`src/rtl/serial_csr_pkg.sv`:
```
package serial_csr_pkg;

  // Byte offsets of the register words (software decodes these)
  localparam int OFF_CFG   = 'h00;
  localparam int OFF_FLAGS = 'h04;
  localparam int OFF_DIV   = 'h08;
  localparam int OFF_SEND  = 'h0C;
  localparam int OFF_RECV  = 'h10;

  // Flag bit positions inside the flag word
  localparam int FLAG_BUSY = 0;
  localparam int FLAG_RDY  = 1;
  localparam int FLAG_ERR  = 2;
  localparam int N_FLAGS   = 3;

  typedef enum logic [2:0] {
    SEL_NONE  = 3'd0,
    SEL_CFG   = 3'd1,
    SEL_FLAGS = 3'd2,
    SEL_DIV   = 3'd3,
    SEL_SEND  = 3'd4,
    SEL_RECV  = 3'd5
  } reg_sel_e;

  // Storage-backed read-write registers, in slot order
  localparam int N_RW = 2;
  localparam int SLOT_CFG = 0;
  localparam int SLOT_DIV = 1;

  function automatic reg_sel_e rw_slot_sel(input int slot);
    return (slot == SLOT_CFG) ? SEL_CFG : SEL_DIV;
  endfunction

endpackage

```
`src/rtl/serial_csr_decode.sv`:
```
module serial_csr_decode
  import serial_csr_pkg::*;
#(
  parameter int ADDR_W = 8
) (
  input  logic [ADDR_W-1:0] addr,
  output reg_sel_e          sel
);

  always_comb begin
    if (addr == ADDR_W'(OFF_CFG))        sel = SEL_CFG;
    else if (addr == ADDR_W'(OFF_FLAGS)) sel = SEL_FLAGS;
    else if (addr == ADDR_W'(OFF_DIV))   sel = SEL_DIV;
    else if (addr == ADDR_W'(OFF_SEND))  sel = SEL_SEND;
    else if (addr == ADDR_W'(OFF_RECV))  sel = SEL_RECV;
    else                                 sel = SEL_NONE;
  end

endmodule

```
`src/rtl/serial_csr_rwbank.sv`:
```
module serial_csr_rwbank
  import serial_csr_pkg::*;
#(
  parameter int DATA_W = 32
) (
  input  logic                          clk,
  input  logic                          rst,
  input  logic                          wr_commit,
  input  reg_sel_e                      sel,
  input  logic [DATA_W-1:0]             wdata,
  output logic [N_RW-1:0][DATA_W-1:0]   q
);

  // One storage word per read-write slot; each loads only in ACCESS
  for (genvar s = 0; s < N_RW; s++) begin : g_slot
    localparam reg_sel_e MY_SEL = rw_slot_sel(s);
    always_ff @(posedge clk) begin
      if (rst)
        q[s] <= '0;
      else if (wr_commit && sel == MY_SEL)
        q[s] <= wdata;
    end
  end

endmodule

```
`src/rtl/serial_csr_rdmux.sv`:
```
module serial_csr_rdmux
  import serial_csr_pkg::*;
#(
  parameter int DATA_W = 32,
  parameter int BYTE_W = 8
) (
  input  reg_sel_e                    sel,
  input  logic [N_RW-1:0][DATA_W-1:0] rw_q,
  input  logic [N_FLAGS-1:0]          flags,
  input  logic [BYTE_W-1:0]           rx_byte,
  output logic [DATA_W-1:0]           rdata
);

  localparam int FLAG_PAD = DATA_W - N_FLAGS;
  localparam int BYTE_PAD = DATA_W - BYTE_W;

  always_comb begin
    case (sel)
      SEL_CFG:   rdata = rw_q[SLOT_CFG];
      SEL_DIV:   rdata = rw_q[SLOT_DIV];
      SEL_FLAGS: rdata = {{FLAG_PAD{1'b0}}, flags};
      SEL_RECV:  rdata = {{BYTE_PAD{1'b0}}, rx_byte};
      default:   rdata = '0;   // send port, unmapped
    endcase
  end

endmodule

```
`src/rtl/serial_csr_strobe.sv`:
```
module serial_csr_strobe
  import serial_csr_pkg::*;
#(
  parameter int BYTE_W = 8
) (
  input  logic              clk,
  input  logic              rst,
  input  logic              wr_commit,
  input  logic              rd_commit,
  input  reg_sel_e          sel,
  input  logic [BYTE_W-1:0] wbyte,
  output logic              tx_start,
  output logic [BYTE_W-1:0] tx_byte,
  output logic              rx_pop
);

  logic send_hit;
  logic recv_hit;

  assign send_hit = wr_commit && (sel == SEL_SEND);
  assign recv_hit = rd_commit && (sel == SEL_RECV);

  always_ff @(posedge clk) begin
    if (rst) begin
      tx_start <= 1'b0;
      rx_pop   <= 1'b0;
      tx_byte  <= '0;
    end else begin
      tx_start <= send_hit;
      rx_pop   <= recv_hit;
      if (send_hit)
        tx_byte <= wbyte;
    end
  end

endmodule

```
`src/rtl/serial_csr_apb.sv`:
```
module serial_csr_apb
  import serial_csr_pkg::*;
#(
  parameter int ADDR_W = 8,
  parameter int DATA_W = 32,
  parameter int BYTE_W = 8
) (
  input  logic              clk,
  input  logic              rst,
  input  logic              psel,
  input  logic              penable,
  input  logic              pwrite,
  input  logic [ADDR_W-1:0] paddr,
  input  logic [DATA_W-1:0] pwdata,
  output logic [DATA_W-1:0] prdata,
  output logic              pready,
  input  logic              core_busy,
  input  logic              core_rx_ready,
  input  logic              core_error,
  input  logic [BYTE_W-1:0] core_rx_byte,
  output logic              tx_start,
  output logic [BYTE_W-1:0] tx_byte,
  output logic              rx_pop,
  output logic [DATA_W-1:0] ctrl_out,
  output logic [DATA_W-1:0] baud_out
);

  reg_sel_e                    sel;
  logic                        access;
  logic                        wr_commit;
  logic                        rd_commit;
  logic [N_RW-1:0][DATA_W-1:0] rw_q;
  logic [N_FLAGS-1:0]          flags;

  assign access    = psel && penable;
  assign wr_commit = access && pwrite;
  assign rd_commit = access && !pwrite;

  always_comb begin
    flags            = '0;
    flags[FLAG_BUSY] = core_busy;
    flags[FLAG_RDY]  = core_rx_ready;
    flags[FLAG_ERR]  = core_error;
  end

  serial_csr_decode #(.ADDR_W(ADDR_W)) u_dec (
    .addr (paddr),
    .sel  (sel)
  );

  serial_csr_rwbank #(.DATA_W(DATA_W)) u_bank (
    .clk       (clk),
    .rst       (rst),
    .wr_commit (wr_commit),
    .sel       (sel),
    .wdata     (pwdata),
    .q         (rw_q)
  );

  serial_csr_rdmux #(.DATA_W(DATA_W), .BYTE_W(BYTE_W)) u_mux (
    .sel     (sel),
    .rw_q    (rw_q),
    .flags   (flags),
    .rx_byte (core_rx_byte),
    .rdata   (prdata)
  );

  serial_csr_strobe #(.BYTE_W(BYTE_W)) u_stb (
    .clk       (clk),
    .rst       (rst),
    .wr_commit (wr_commit),
    .rd_commit (rd_commit),
    .sel       (sel),
    .wbyte     (pwdata[BYTE_W-1:0]),
    .tx_start  (tx_start),
    .tx_byte   (tx_byte),
    .rx_pop    (rx_pop)
  );

  assign pready   = 1'b1;
  assign ctrl_out = rw_q[SLOT_CFG];
  assign baud_out = rw_q[SLOT_DIV];

endmodule

```
`config.mk`:
```
export PLATFORM = sky130hd
export DESIGN_NAME = serial_csr_apb
export DESIGN_NICKNAME = d
export VERILOG_FILES = /design/src/rtl/serial_csr_pkg.sv /design/src/rtl/serial_csr_decode.sv /design/src/rtl/serial_csr_rwbank.sv /design/src/rtl/serial_csr_rdmux.sv /design/src/rtl/serial_csr_strobe.sv /design/src/rtl/serial_csr_apb.sv
export SDC_FILE = /design/constraint.sdc
export NUM_CORES = 1
export LEC_CHECK = 0
export CAP_MARGIN = 5
export CORE_ASPECT_RATIO = 1.75
export CORE_MARGIN = 2
export CORE_UTILIZATION = 43
export CTS_CLUSTER_DIAMETER = 80
export DETAILED_ROUTE_END_ITERATION = 12
export HOLD_SLACK_MARGIN = 0.03
export PLACE_DENSITY = 0.81
export SLEW_MARGIN = 40
export SYNTH_ARGS = -nofsm -noshare
export SYNTH_HDL_FRONTEND = slang
export SYNTH_HIERARCHICAL = 1
export SYNTH_SLANG_ARGS = --single-unit
```
`constraint.sdc`:
```
create_clock -name clk -period 4.18 [get_ports clk]
set_clock_uncertainty 0.05 [all_clocks]
set_input_delay 0.836 -clock clk [delete_from_list [all_inputs] [get_ports clk]]
set_output_delay 0.836 -clock clk [all_outputs]
set_load 0.1 [all_outputs]
```
==> impl_metrics.json <==
{
  "combPwrFrac": 0.073,
  "min_path_type": "reg -> reg",
  "grt_max_degree": 88,
  "synth-compound-area-share": 0.0882,
  "setup_ws_ns": 0.0951,
  "grtUsageTotal": 0.214,
  "cellPowerDensity_mw_per_mm2": 275,
  "mostFrequentLayoutCell": "nand2b_1",
  "yosys.area_share.simple": 0.252,
  "async_flop_share": 0,
  "dieWidth_um": 74.7,
  "ys.flop_type": "dfxtp_1",
  "core-area_mm2": 0.00861,
  "cap_violations": 0,
  "synth_top_family_by_area": "simple AND/OR/NAND/NOR gates",
  "vias": 3191,
  "ys_ff_latch": 74,
  "die_y_um": 128,
  "p_seq_frac": 0.442,
  "power.switching_mw": 0.329,
  "worst_slew_pin_slew_ns": 0.602,
  "grt_pass1_wl_mm": 15.7,
  "viasPerCell": 4.94,
  "drtIter0Drc": 128,
  "synth_edf_count": 0,
  "drive_gt1_frac": 0.353,
  "p_int_mw": 1.27,
  "reg2reg_from": "u_bank/q[59]",
  "min_from": "u_stb/tx_byte[7]",
  "dp_hpwl_mm": 7.79,
  "slew_violations": 0,
  "peakVddDrop_mv": 0.292,
  "fin_util": 0.674,
  "initial_core_util": 0.437,
  "clock_path_buffers": 2,
  "avgSynthCellArea_um2": 10.4,
  "setup_viol_count_final": 0,
  "synthXorXnorAreaFrac": 0.00233,
  "yosysWarnings": 6,
  "post-route-period-util": 0.977,
  "synthMuxAreaShare": 0.205,
  "antenna_cells": 0,
  "min_period_ns": 4.08,
  "synthCells": 360,
  "swShare": 0.206,
  "boundaryPins": 163,
  "layout_common_cells": "nand2b_1, mux2i_1, buf_2, dfxtp_1, clkdlybuf4s50_1",
  "cts_tree": "yes",
  "gp_congestion": 0.780,
  "syn_to_final_growth_pct": 54.3,
  "synth_nets": 416,
  "worstSetupEndpointType": "primary output",
  "slew_headroom": 0.599,
  "finalSetupTns_ns": 0,
  "synth_cell_types": 35,
  "grt.overflow.total": 0,
  "required_ns": 3.29,
  "critical_path.startpoint": "paddr[0]",
  "drtAntennaViolNets": 0,
  "cp_max_fo": 10,
  "critPathLaunchType": "primary input",
  "wirelength_mm": 10.2,
  "hold_viol": 0,
  "htreeDepth": 3,
  "place_ws_ns": -0.000169,
  "syn_area_mm2": 0.00376,
  "cts-root-buf": "clkbuf_16",
  "grt_antenna_before_repair": 0,
  "r2r_setup_slack_ns": 3.46,
  "grt_pass1_vias": 3289,
  "clk_latency_ns": 0.33,
  "layout.nets": 580,
  "clkTransAtPathRegs_ns": 0.06,
  "numCtsBuffers": 9,
  "ys_seq_area_frac": 0.394,
  "critical_path_class": "in -> out",
  "critPathArrivalTime_ns": 3.20,
  "portBuffers": 161,
  "clock_sinks": 74,
  "dieArea_mm2": 0.00954,
  "p_leak_nw": 2.54,
  "rows": 45,
  "max_clock_freq_mhz": 245,
  "wire_per_inst_um": 15.8,
  "dr.pass1.iters": 4,
  "drc": 0,
  "synth_fa_ha_area_frac": 0,
  "clkPwrFrac": 0.485,
  "rsz0062_at_grt": "false",
  "status": "completed"
}
through the flow:
stage	instance area (um^2)	hold WS, ns	cells	total power [mW]
2_1_floorplan	3790	0.866	360	0.773
3_3_place_gp	5810	0.409	625	0.835
3_5_place_dp	5440	0.416	625	0.837
4_1_cts	5760	0.431	643	1.61
5_1_grt	5800	0.447	646	1.65
6_report	5800	0.423	646	1.60
cell usage after synthesis, types with 2 or more instances:
library cell	n	share of area
buf_6	5	0.015
nand2b_1	112	0.19
buf_4	3	0.0060
and2_2	5	0.010
and4bb_1	2	0.0067
nor2b_4	2	0.0073
nand3b_1	6	0.012
a32o_1	3	0.0080
a221o_1	3	0.0080
o21ai_0	5	0.0067
dfxtp_1	74	0.39
mux2i_1	77	0.20
a22o_1	13	0.030
buf_8	2	0.0080
nand4b_1	2	0.0047
buf_12	2	0.011
clkbuf_1	13	0.013
buf_2	4	0.0053
a22o_2	11	0.029
logic make-up after synthesis:
| group | count (synthesis) |
|---|---|
| flops | 74 |
| compound gates | 37 |
| simple gates | 141 |
| mux | 77 |
| other cells | 1 |
| xor+xnor | 1 |
| buf+inv | 29 |
worst max-delay path, stage by stage:
cell and delay (ns):
clkdlybuf4s50_1 0.39, or4_4 0.58, nor4_2 0.23, buf_4 0.22, nor2b_4 0.06, nor2b_4 0.15
buf_12 0.14, a221o_2 0.41, buf_12 0.17
cell type report:
class | count | area, um^2
clock buffer | 11 | 253
clock inverter | 5 | 52.6
fill | 696 | 2810
multi-input combinational | 257 | 2110
sequential | 74 | 1480
tap | 117 | 146
timing repair buffer | 182 | 1770
path summary, 6_finish.rpt:
kind / endpoint / cells after the start
setup reg to reg: u_bank/q[59] / 2
hold reg to reg: u_stb/tx_byte[7] / 2
setup / recovery: prdata[1] / 9
hold / removal: u_stb/tx_byte[7] / 2
sequential cells by signal, summed over array words and instances (netlist names):
| name | count |
|---|---|
| u_stb/rx_pop | 1 |
| u_stb/tx_start | 1 |
| u_stb/tx_byte | 8 |
| u_bank/q | 64 |
power by group through the flow:
| stage | registers, mW | clock network [mW] | logic (mW) |
|---|---|---|---|
| final | 0.706 | 0.775 | 0.117 |
| after global routing | 0.706 | 0.814 | 0.126 |
| after CTS | 0.706 | 0.789 | 0.116 |
| after detailed placement | 0.721 | 0 | 0.115 |
| after global placement | 0.721 | 0 | 0.113 |
| after floorplan | 0.724 | 0 | 0.0492 |
layer usage:
metal  vias to the layer above  share of wire  global-route usage  routed length [um]
li1                       1578              -                   -                   -
met1                      1512           0.36               0.209                3690
met2                        92           0.57               0.412                5870
met3                         9          0.056              0.0519                 573
met4                         0          0.010              0.0819                 106
met5                         -              0                   0                   0
timing repair:
action	in CTS	in global routing
setup buffers	2	2
resized for setup	0	5
hold buffers	0	0
endpoints found under the setup margin	17	27
cloned	0	1
pin swaps	0	2
Power figures use the tool's default switching activity.
